## config.mk

```make
export PLATFORM = sky130hd
export DESIGN_NAME = addx_unit
export DESIGN_NICKNAME = d
export VERILOG_FILES = /design/src/rtl/addx_pkg.sv /design/src/rtl/addx_operand_mux.sv /design/src/rtl/addx_core.sv /design/src/rtl/addx_flags.sv /design/src/rtl/addx_unit.sv
export SDC_FILE = /design/constraint.sdc
export NUM_CORES = 1
export LEC_CHECK = 0
export BUFFER_PORTS_ARGS = -buffer_cell sky130_fd_sc_hd__buf_2
export CORE_ASPECT_RATIO = 1.25
export CORE_MARGIN = 3
export CORE_UTILIZATION = 50
export DETAILED_ROUTE_END_ITERATION = 8
export HOLD_SLACK_MARGIN = 0.1
export PLACE_DENSITY = 0.75
export SLEW_MARGIN = 20
export SYNTH_ARGS = -nofsm -noshare
export SYNTH_HDL_FRONTEND = slang
export SYNTH_SLANG_ARGS = --single-unit
```

## constraint.sdc

```tcl
create_clock -name clk -period 4.9 [get_ports clk]
set_input_delay 0.245 -clock clk [delete_from_list [all_inputs] [get_ports clk]]
set_output_delay 0.245 -clock clk [all_outputs]
set_load 0.01 [all_outputs]
```

## src/rtl/addx_pkg.sv

```systemverilog
`timescale 1ns/1ps
package addx_pkg;

    typedef enum logic [2:0] {
        OP_ADD      = 3'd0,
        OP_ADD_CA   = 3'd1,
        OP_ADD_CIN  = 3'd2,
        OP_RSUB     = 3'd3,
        OP_RSUB_CA  = 3'd4,
        OP_NEG      = 3'd5,
        OP_ADD_OVC  = 3'd6,
        OP_CMP      = 3'd7
    } addx_op_e;

    // operand shaping and flag policy derived from the opcode
    typedef struct packed {
        logic invert_a;
        logic invert_b;
        logic zero_b;
        logic use_ci;
        logic force_ci;
        logic writes_ca;
        logic oe_ov;
        logic ov_is_carry;
        logic is_cmp;
    } addx_ctl_t;

    // raw carry-chain observations
    typedef struct packed {
        logic co;
        logic co_half;
        logic ovf;
        logic ovf_half;
    } addx_raw_t;

    // flag values and their enables
    typedef struct packed {
        logic       res_we;
        logic [3:0] cr0;
        logic       cr0_we;
        logic       so;
        logic       so_we;
        logic       ca;
        logic       ca32;
        logic       ca_we;
        logic       ov;
        logic       ov32;
        logic       ov_we;
    } addx_wr_t;

    function automatic addx_ctl_t addx_decode(input logic [2:0] code);
        addx_ctl_t c;
        c = '0;
        unique case (addx_op_e'(code))
            OP_ADD:     begin c.oe_ov = 1'b1; end
            OP_ADD_CA:  begin c.oe_ov = 1'b1; c.writes_ca = 1'b1; end
            OP_ADD_CIN: begin c.oe_ov = 1'b1; c.writes_ca = 1'b1; c.use_ci = 1'b1; end
            OP_RSUB:    begin c.oe_ov = 1'b1; c.invert_a = 1'b1; c.force_ci = 1'b1; end
            OP_RSUB_CA: begin c.oe_ov = 1'b1; c.invert_a = 1'b1; c.force_ci = 1'b1;
                              c.writes_ca = 1'b1; end
            OP_NEG:     begin c.oe_ov = 1'b1; c.invert_a = 1'b1; c.force_ci = 1'b1;
                              c.zero_b = 1'b1; end
            OP_ADD_OVC: begin c.use_ci = 1'b1; c.ov_is_carry = 1'b1; end
            OP_CMP:     begin c.invert_b = 1'b1; c.force_ci = 1'b1; c.is_cmp = 1'b1; end
            default:    c = '0;
        endcase
        return c;
    endfunction

endpackage

```

## src/rtl/addx_operand_mux.sv

```systemverilog
`timescale 1ns/1ps
module addx_operand_mux #(
    parameter int WIDTH = 64
) (
    input  logic             invert_a,
    input  logic             invert_b,
    input  logic             zero_b,
    input  logic             use_ci,
    input  logic             force_ci,
    input  logic [WIDTH-1:0] a,
    input  logic [WIDTH-1:0] b,
    input  logic             ci,
    output logic [WIDTH-1:0] x,
    output logic [WIDTH-1:0] y,
    output logic             cin
);
    always_comb begin
        x   = invert_a ? ~a : a;
        if (zero_b)
            y = '0;
        else
            y = invert_b ? ~b : b;
        cin = force_ci | (use_ci & ci);
    end
endmodule

```

## src/rtl/addx_core.sv

```systemverilog
`timescale 1ns/1ps
module addx_core
    import addx_pkg::*;
#(
    parameter int WIDTH = 64
) (
    input  logic [WIDTH-1:0] x,
    input  logic [WIDTH-1:0] y,
    input  logic             cin,
    output logic [WIDTH-1:0] sum,
    output addx_raw_t        raw
);
    localparam int HALF = WIDTH / 2;

    logic [WIDTH:0]   wide;
    logic [WIDTH-1:0] carry_into;

    always_comb begin
        wide       = {1'b0, x} + {1'b0, y} + {{WIDTH{1'b0}}, cin};
        sum        = wide[WIDTH-1:0];
        // carry entering each bit position
        carry_into = x ^ y ^ wide[WIDTH-1:0];
        raw.co       = wide[WIDTH];
        raw.co_half  = carry_into[HALF];
        raw.ovf      = wide[WIDTH] ^ carry_into[WIDTH-1];
        raw.ovf_half = carry_into[HALF] ^ carry_into[HALF-1];
    end
endmodule

```

## src/rtl/addx_flags.sv

```systemverilog
`timescale 1ns/1ps
module addx_flags
    import addx_pkg::*;
#(
    parameter int WIDTH = 64
) (
    input  logic             writes_ca,
    input  logic             oe_ov,
    input  logic             ov_is_carry,
    input  logic             is_cmp,
    input  addx_raw_t        raw,
    input  logic [WIDTH-1:0] sum,
    input  logic             oe,
    input  logic             rc,
    input  logic             so_in,
    output addx_wr_t         wr
);
    logic neg_flag;
    logic zero_flag;

    always_comb begin
        wr        = '0;
        wr.ov_we  = ov_is_carry | (oe_ov & oe);
        wr.ov     = ov_is_carry ? raw.co      : raw.ovf;
        wr.ov32   = ov_is_carry ? raw.co_half : raw.ovf_half;
        wr.so_we  = wr.ov_we;
        wr.so     = so_in | (wr.ov_we & wr.ov);
        wr.ca_we  = writes_ca;
        wr.ca     = raw.co;
        wr.ca32   = raw.co_half;
        // a compare looks at A-B, so the true sign needs the overflow correction
        neg_flag  = is_cmp ? (sum[WIDTH-1] ^ raw.ovf) : sum[WIDTH-1];
        zero_flag = ~|sum;
        wr.cr0    = {neg_flag, ~neg_flag & ~zero_flag, zero_flag, wr.so};
        wr.cr0_we = is_cmp | rc;
        wr.res_we = ~is_cmp;
    end
endmodule

```

## src/rtl/addx_unit.sv

```systemverilog
`timescale 1ns/1ps
module addx_unit
    import addx_pkg::*;
#(
    parameter int WIDTH = 64
) (
    input  logic             clk,
    input  logic             rst,
    input  logic             in_valid,
    input  logic [2:0]       op,
    input  logic             oe,
    input  logic             rc,
    input  logic [WIDTH-1:0] opa,
    input  logic [WIDTH-1:0] opb,
    input  logic             so_in,
    input  logic             ca_in,
    output logic             out_valid,
    output logic [WIDTH-1:0] res,
    output logic             res_we,
    output logic [3:0]       cr0,
    output logic             cr0_we,
    output logic             so_out,
    output logic             so_we,
    output logic [1:0]       ca_out,
    output logic             ca_we,
    output logic [1:0]       ov_out,
    output logic             ov_we
);
    addx_ctl_t        ctl;
    logic [WIDTH-1:0] x, y, sum;
    logic             cin;
    addx_raw_t        raw;
    addx_wr_t         wr;

    assign ctl = addx_decode(op);

    addx_operand_mux #(.WIDTH(WIDTH)) u_mux (
        .invert_a (ctl.invert_a),
        .invert_b (ctl.invert_b),
        .zero_b   (ctl.zero_b),
        .use_ci   (ctl.use_ci),
        .force_ci (ctl.force_ci),
        .a        (opa),
        .b        (opb),
        .ci       (ca_in),
        .x        (x),
        .y        (y),
        .cin      (cin)
    );

    addx_core #(.WIDTH(WIDTH)) u_core (
        .x   (x),
        .y   (y),
        .cin (cin),
        .sum (sum),
        .raw (raw)
    );

    addx_flags #(.WIDTH(WIDTH)) u_flags (
        .writes_ca   (ctl.writes_ca),
        .oe_ov       (ctl.oe_ov),
        .ov_is_carry (ctl.ov_is_carry),
        .is_cmp      (ctl.is_cmp),
        .raw         (raw),
        .sum         (sum),
        .oe          (oe),
        .rc          (rc),
        .so_in       (so_in),
        .wr          (wr)
    );

    always_ff @(posedge clk) begin
        if (rst) begin
            out_valid <= 1'b0;
            res       <= '0;
            res_we    <= 1'b0;
            cr0       <= '0;
            cr0_we    <= 1'b0;
            so_out    <= 1'b0;
            so_we     <= 1'b0;
            ca_out    <= '0;
            ca_we     <= 1'b0;
            ov_out    <= '0;
            ov_we     <= 1'b0;
        end else begin
            out_valid <= in_valid;
            res_we    <= in_valid & wr.res_we;
            cr0_we    <= in_valid & wr.cr0_we;
            so_we     <= in_valid & wr.so_we;
            ca_we     <= in_valid & wr.ca_we;
            ov_we     <= in_valid & wr.ov_we;
            if (in_valid) begin
                res    <= sum;
                cr0    <= wr.cr0;
                so_out <= wr.so;
                ca_out <= {wr.ca, wr.ca32};
                ov_out <= {wr.ov, wr.ov32};
            end
        end
    end
endmodule

```

## Yosys cells after proc, flatten, opt, wreduce, memory -nomap -nowiden

Index checks and enable logic that the tools add are counted.

| word-level totals | value |
|---|---|
| register bits after elaboration | 78 |
| bits of input ports | 138 |
| output and inout bits | 79 |
| word-level logic and storage cells | 62 |

| operators by class | value |
|---|---|
| add/subtract/negate cells | 2 |
| equality and inequality tests | 7 |
| muxes and demuxes | 14 |
| bitwise gates (word level) | 21 |
| reductions and logical operators | 8 |

Operator list:

| kind | number |
|---|---|
| 64-bit two-way mux | 3 |
| 64-bit NOT | 2 |
| 64-bit bitwise XOR | 2 |
| 64-bit by 64-bit adder with 65-bit output | 1 |
| 65-bit by 1-bit adder with 65-bit output | 1 |
| 64-bit OR reduction | 1 |
| 3-bit == test (second input constant) | 4 |
| 1-bit two-way mux | 11 |
| 1-bit AND | 8 |
| 3-bit by 2-bit == test with 1-bit output (second input constant) | 2 |
| 3-bit OR reduction | 2 |
| 6-bit OR reduction | 1 |
| 1-bit OR | 4 |
| 4-bit OR reduction | 1 |
| 3-bit by 1-bit == test with 1-bit output (second input constant) | 1 |
| 3-bit logical NOT | 1 |
| 1-bit bitwise XOR | 3 |
| 1-bit NOT | 2 |
| 2-bit OR reduction | 1 |
| 1-bit logical NOT | 1 |

## Logic depth before layout (Yosys ltp)

Gate-level depths: netlist of the first run.

| depth | value |
|---|---|
| depth in word-level cells | 12 |
| depth in mapped cells | 21 |
| gate-level depth less buffers | 18 |

## Modules after synthesis

From an unflattened synthesis of the first run, not the netlist that was laid out.

| unflattened totals | value |
|---|---|
| cells, all modules | 1052 |
| area, all modules | 8456.9 um^2 |

Modules (own cells, without submodules):

| module | instances | cells an instance | area an instance (um^2) | sequential area each (um^2) |
|---|---|---|---|---|
| addx_core | 1 | 541 | 3708.6 | 0.0 |
| addx_unit | 1 | 260 | 2890.3 | 1581.5 |
| addx_operand_mux | 1 | 214 | 1579.0 | 0.0 |
| addx_flags | 1 | 37 | 279.0 | 0.0 |

## Worst setup path after synthesis of the first run

No wires, ideal clock.

| timing path | value |
|---|---|
| kind | input-to-reg |
| start | in op[2] |
| end | reg cr0[2] |
| setup time | 0.115 ns |
| arrival time | 4.834 ns |
| data required time | 4.785 ns |
| slack | -0.049 ns |
| stages on the path | 20 |
| buffers on the path | 3 |
| cells stage by stage | clkbuf_1 -> inv_1 -> o21ai_0 -> buf_1 -> buf_1 -> xnor2_1 -> fa_1 -> inv_1 -> fa_1 -> a21o_1 -> nand4_1 -> a2111o_1 -> a31oi_1 -> o21ai_0 -> o21ai_0 -> xor2_1 -> nor4_1 -> nand4_1 -> or4_1 -> a31o_1 |

| on the way | value |
|---|---|
| word-level cells in the longest chain between the ends | 12 |
| elaborated cells between the ends (all ways) | 29 |
| classes of those cells | add/sub (2); eq/ne (6); mux (9); bitwise (8); reduce/logical (4) |

RTL lines:

| what | line | text |
|---|---|---|
| start, declared | addx_unit.sv:10 | `input logic [2:0] op,` |
| 3-bit == test or 3-bit by 2-bit == test with 1-bit output (tied branches) | addx_pkg.sv:54 | `unique case (addx_op_e'(code))` |
| 3-bit OR reduction (no source line), or another cell as far along | -- |  |
| 1-bit two-way mux or 64-bit two-way mux (tied branches) | addx_pkg.sv:54, addx_operand_mux.sv:22 |  |
| 64-bit two-way mux, or another cell as far along | addx_operand_mux.sv:18 | `x = invert_a ? ~a : a;` |
| 64-bit by 64-bit adder with 65-bit output or 1-bit OR (tied branches) | addx_core.sv:19, addx_operand_mux.sv:23 |  |
| 65-bit by 1-bit adder with 65-bit output | addx_core.sv:19 | `wide = {1'b0, x} + {1'b0, y} + {{WIDTH{1'b0}}, cin};` |
| 64-bit bitwise XOR | addx_core.sv:22 | `carry_into = x ^ y ^ wide[WIDTH-1:0];` |
| 1-bit bitwise XOR | addx_core.sv:25 | `raw.ovf = wide[WIDTH] ^ carry_into[WIDTH-1];` |
| 1-bit bitwise XOR | addx_flags.sv:32 | `neg_flag = is_cmp ? (sum[WIDTH-1] ^ raw.ovf) : sum[WIDTH-1];` |
| 1-bit two-way mux | addx_flags.sv:32 |  |
| 1-bit NOT | addx_flags.sv:34 | `wr.cr0 = {neg_flag, ~neg_flag & ~zero_flag, zero_flag, wr.so};` |
| 1-bit AND * | addx_flags.sv:34 |  |
| end signal, assigned | addx_unit.sv:94 | `cr0 <= wr.cr0;` |
| end, declared | addx_unit.sv:20 | `output logic [3:0] cr0,` |

Mark *: on every way between the ends. The rest lies on a longest branch, timed or not.
A chain may end at the register's enable or synchronous reset.

## Worst setup path after layout of the first run

Ends and elaborated chain as after synthesis.

==> impl_results.md, run 1 <==
- Leak pwr: ~4.9 nW
- Max cap viols: 0
- Largest net degree at the start of global routing: 73
- Boundary Pins: 217
- Placed instance area: 10,300 sq um
- First-pass GRT wire length: 50,500 um
- Antenna Diode Count: 0
- RSZ-0062 raised after global routing: no
- Worst Skew: 0 ps
- Max transition margin: 0.318
- Overall power: 3.67 mW
- Router iterations before antenna repair: 5
- Worst-path fanout max: 39
- CTS tree: built
- Hold buffers post-CTS: 0
- Synth top cells by count: nand2_1 (170), nor2_1 (133), o21ai_0 (121)
- Synth Cell Area: 8860 sq um
- Core footprint: between 15,000 and 20,000 sq um
- Delay-heaviest family, CP: simple AND/OR/NAND/NOR gates
- Hpwl dp: ~26,000 um
- Util after Layout: 0.619
- RePlAce Congestion: 1.01
- CP max stage delay: 590 ps
- Crit-path most repeated cell: o21ai_0
- Kind of start point of the critical path: input pin
- CP Data Arrival Time: roughly 4800 ps
- Final net count: 1,655
- Critical setup path kind: in -> reg
- Setup TNS: 0 ps
- H-tree level count: 3
- # clock sinks: 77
- Hold Path Class: in -> reg
- Synthesized area per cell: 7.11 sq um
- Root Driver: clkbuf_16
- Die Y-Extent: 155 um
- YS warnings: 0
- Worst Path Required: 5150 ps
- CTS resizes: 0
- Die area: about 19,000 sq um
- Top cell type's share of synthesized area: 0.174
- Fmax: 0.220 GHz
- Initial Util: 0.518
- Setup Buffers After CTS: 0
- Post-synthesis sequential area ratio: 0.174
- CTS max path bufs: 2
- Final hold vios: 0
- CP cell instances: buf_2 > inv_1 > nand3_1 > o21ai_4 > buf_12 > xor2_1 > ha_1 > nand2_1 > o21ai_0 > a21oi_1 > nor4_1 > o21ai_0 > o21ai_0 > xor2_1 > nor4_1 > nand4_1 > or4_1 > a31o_1
- Period utilization: 0.929
- Share of cells above drive strength 1: 0.222
- Status: finished, final reports clean
- Clock transition at the registers of the reported paths: 70 ps
- Syn_nets: approximately 1,400
- CP bufs+invs: 3
- Async set or reset register ratio after synthesis: 0
- Initial DRC Count: between 500 and 600
- TritonCTS buffer count: 9
- DR DRC count: 0
- PortBufs: between 200 and 250
- Die Span X: 125 um
- Area growth, synth to finish: 19.6%
- Via count: 9,740
- Ys flop type: dfxtp_1
- Total gr overflow: 0
- Worst IR Drop VDD: 200 uV
- DRT antenna net count: 0
- CP endpoint kind: flop
- Synth area leader: dfxtp_1
- Power Dens Cells: 346 nW/um^2
- Syn Inst Count: around 1,200
- Final WL: about 32,000 um
- Synth unique cells: 80
- Row count: 53
- Max Slew Vio Count: 0
- Number of flops mapped to enable cells by yosys: 0
- Gr usage total: 0.321
- Most frequent cell after synthesis: nand2_1
- Hold slack: 128 ps
- Synth Register Bits: 77
- Filler cells: ~1,700
- Min Tclk post-route: 4550 ps
- Least-Margin Pin Slew: 1020 ps
- Final instance area: ~11,000 sq um
- CP max stage cell: or4_1
- Vias in the first global route: 9,679
- Top cells by area, synth: dfxtp_1 (17%), ha_1 (8.9%), xor2_1 (8.8%), nand2_1 (7.2%), o21ai_0 (6.8%)
- Via/cell ratio: approximately 5.8
- Clk_lat worst skew: about 340 ps
- Final setup fails: 0
- Antenna violations before repair: 0
- Routed len/inst: between 15 and 20 um
==> tightest hold or removal path, stage by stage <==
cell	delay, ps
buf_2	90
inv_1	40
a21oi_1	50
==> power by group <==
group / switching, mW / leakage, nW / internal, mW
Clock: 0.295 / 0.145 / 0.412
Sequential: 0.0597 / 0.636 / 0.728
Combinational: 1.32 / 4.09 / 0.847
==> path summary, 6_finish.rpt <==
check	startpoint	endpoint	slack (ps)	depth (start not counted)
min reg2reg	res[60]	res[60]	480	2
max reg2reg	res[49]	res[49]	4090	3
min	rc	cr0_we	130	3
max	op[2]	cr0[2]	350	18
==> through the flow <==
step,setup slack (ps),cells
finish,347,1677
global route,41.6,1677
CTS,374,1677
detailed placement,23.7,1661
global placement,144,1661
floorplan,122,1246
==> routing by layer <==
layer	GRT usage	vias to the layer above	share of wire
li1	-	4900	-
met1	0.370	4417	0.40
met2	0.591	335	0.51
met3	0.0359	88	0.039
met4	0.149	0	0.048
met5	0	-	0
==> flip-flops by register name, indices dropped and copies added, names as in the netlist <==
register   flops
cr0_we         1
ov_out         2
res_we         1
out_valid      1
ca_out         2
res           64
ov_we          1
cr0            4
ca_we          1
==> final cells by class <==
type                            count  area (sq um)  share of cell area
Timing Repair Buffer              274          1540               0.146
Inverter                           22          82.6             0.00779
Clock inverter                      6          71.3             0.00673
Sequential cell                    77          1540               0.145
Clock buffer                       10           239              0.0226
Tap cell                          220           275              0.0260
Multi-Input combinational cell   1068          6840               0.646
==> cells in the final DEF, fill, tap and decap left out, types with 9 or more instances in the layout <==
master / synthesis / layout
a211oi_1: 20 / 20
a21o_1: 16 / 16
a21oi_1: 105 / 105
a31oi_1: 12 / 12
buf_2: 12 / 215
buf_4: 9 / 57
clkbuf_16: 0 / 9
dfxtp_1: 77 / 77
ha_1: 63 / 63
inv_1: 21 / 21
mux2i_1: 38 / 38
nand2_1: 170 / 169
nand3_1: 17 / 16
nand4_1: 34 / 34
nor2_1: 133 / 133
nor2b_1: 15 / 15
nor3_1: 17 / 17
nor4_1: 10 / 10
o211ai_1: 9 / 9
o21a_1: 22 / 22
o21ai_0: 121 / 120
o21ai_1: 18 / 18
or3_1: 9 / 9
xnor2_1: 31 / 31
xor2_1: 89 / 89
==> cell families after synthesis <==
| family | synth area share |
|---|---|
| xor gates and xnor gates | 0.119 |
| and+or+nand+nor | 0.233 |
| muxes | 0.0472 |
| adders and majority gates | 0.0935 |
| DFF | 0.174 |
| buffers and inverters | 0.0559 |
| AOI/OAI and AO/OA | 0.278 |
Note: power is estimated with default switching activity, not from simulation.
==> run 2: changes to the inputs <==
CORE_UTILIZATION = 34   (was 50)
PLACE_DENSITY = 0.52   (was 0.75)
SLEW_MARGIN = unset   (was 20)
clock period = 4.3 ns   (was 4.9 ns; I/O delays follow)
==> run 2 against run 1 <==
Compared with the run above:
- non-clock buffer count rose by 316
- largest power group unchanged
- sequential power rose by 13%
- die area rose by 45%
- sequential cell count did not move
- clock-buffer cell count fell by 1
- highest routed layer unchanged
- register-to-register slack got worse by 650 ps
- clock power rose by 17%
- first-iteration DRC count fell by 18%
- design area rose by 30%
- critical path depth rose by 1
==> impl_results.md, run 2 (same netlist as run 1, synthesis figures left out) <==
- Dpl cells: slightly above 2,000
- TritonCTS buffer count: 9
- Biggest regs: res x64, cr0 x4
- CTS tree: built
- DRT antenna net count: 0
- Initial Util: 0.348
- Kind of start point of the critical path: input pin
- Worst Path Required: 4550 ps
- CP bufs+invs: 6
- CP max stage cell: or4_4
- Root Driver: clkbuf_16
- Hpwl dp: approximately 30,000 um
- Final net count: 1,971
- CP endpoint kind: flop
- Final setup fails: 0
- Delay-heaviest family, CP: compound AO/OA/AOI/OAI gates
- Worst Skew: 0 ps
- Router iterations before antenna repair: 5
- Initial DRC Count: 482
- Gr usage total: 0.250
- Hold slack: around 120 ps
- Routed len/inst: 17.3 um
- Status: finished, final reports clean
- First-pass GRT wire length: 56,100 um
- # clock sinks: between 70 and 80
- Share of cells above drive strength 1: 0.409
- Worst IR Drop VDD: 186 uV
- Via/cell ratio: roughly 5
- Commonest non-fill, non-tap cells in the layout: buf_4 (358), buf_2 (212), nand2_1 (167), nor2_1 (127), o21ai_0 (105)
- Hold Path Class: in -> reg
- H-tree level count: 3
- Worst-path fanout max: 6
- Leak pwr: 6.52 nW
- Antenna violations before repair: 0
- Power Dens Cells: 376 nW/um^2
- Number of flip-flops in the largest register: 64
- RePlAce Congestion: slightly above 0.9
- Die area: 28,000 sq um
- CP max stage delay: 500 ps
- Boundary Pins: between 200 and 250
- Largest net degree at the start of global routing: 71
- Top reg by flops: res
- Antenna Diode Count: 0
- CP Data Arrival Time: 4400 ps
- Core footprint: 25,500 sq um
- Final Non-Filler Cells: 2,108
- Row count: 65
- Least-Margin Pin Slew: 1030 ps
- CP cell instances: buf_6 > o21ai_4 > buf_8 > clkbuf_16 > xor2_1 > ha_2 > buf_4 > a211oi_2 > o21ai_1 > buf_4 > o311a_1 > a211oi_2 > buf_4 > xnor2_2 > a2111o_1 > nor4_4 > nand4_1 > or4_4 > a31o_1
- Area growth, synth to finish: 55.6%
- Total gr overflow: 0
- Die Span X: 150 um
- Critical setup path kind: in -> reg
- Fmax: 0.241 GHz
- DR DRC count: 0
- Max cap viols: 0
- Min Tclk post-route: 4150 ps
- Max transition margin: 0.308
- Period utilization: 0.964
- Final hold vios: 0
- Vias in the first global route: 10,700
- CTS max path bufs: 2
- Max Slew Vio Count: 0
- Via count: 10,800
- Clk_lat worst skew: around 350 ps
- Die Y-Extent: 186 um
- Clock transition at the registers of the reported paths: 70 ps
- PortBufs: 216
- Commonest non-fill, non-tap cell in the layout: buf_4
- Crit-path most repeated cell: buf_4
- Final WL: 36,400 um
==> run 2: area by class of cell <==
cell class / instances / area [sq um]
fillers: 2573 / 11700
multi-input cells: 1068 / 7350
repair buffers: 590 / 4080
flip-flops and latches: 77 / 1540
well taps: 335 / 419
clock buffers: 9 / 225
inverters: 22 / 87.6
clock inverters: 7 / 81.3
==> run 2: metrics by stage <==
stage	utilization	setup slack, ps	cell area, sq um	total power, mW	TNS (ps)
final	0.541	154	13800	5.18	0
after global routing	0.541	-30.7	13800	5.55	-30.7
after CTS	0.515	6.85	13100	5.00	0
after detailed placement	0.496	-725	12600	4.12	-1520
after global placement	0.496	-702	12600	4.11	-1360
after floorplan	-	0.417	8880	2.51	0
==> run 2: worst paths after layout <==
path	from	to	cells past startpoint	slack, ps
setup / recovery	op[1]	cr0[2]	19	150
hold / removal	oe	ov_we	3	120
setup reg to reg	res[49]	res[49]	3	3440
hold reg to reg	res[39]	res[39]	2	470
==> run 2: report_power, final <==
part	total (mW)	internal, mW	switching (mW)
Clock	0.827	0.460	0.367
Combinational	3.46	1.69	1.77
Sequential	0.892	0.829	0.0629
Total	5.18	2.98	2.20
==> run 2: worst min-delay path, delay by kind of cell <==
kind                   cells  cell delay [ps]
buffers and inverters      1              110
AOI/OAI and AO/OA          1               60
and+or+nand+nor            1               50
==> run 2: what timing repair did <==
action                                  4_1_cts  5_1_grt
endpoints found under the setup margin        2        2
buffers inserted                              2       23
endpoints found under the hold margin         1        0
gates resized for setup                      21      121
pin swaps                                    10       57
gates cloned                                  1        2
hold buffers                                  1        0
==> run 2: layer usage <==
metal | up-vias | track usage | share of wire
met5 | - | 0 | 0
met4 | 0 | 0.0915 | 0.034
met3 | 65 | 0.0257 | 0.041
met2 | 301 | 0.455 | 0.52
met1 | 4929 | 0.298 | 0.41
li1 | 5523 | - | -
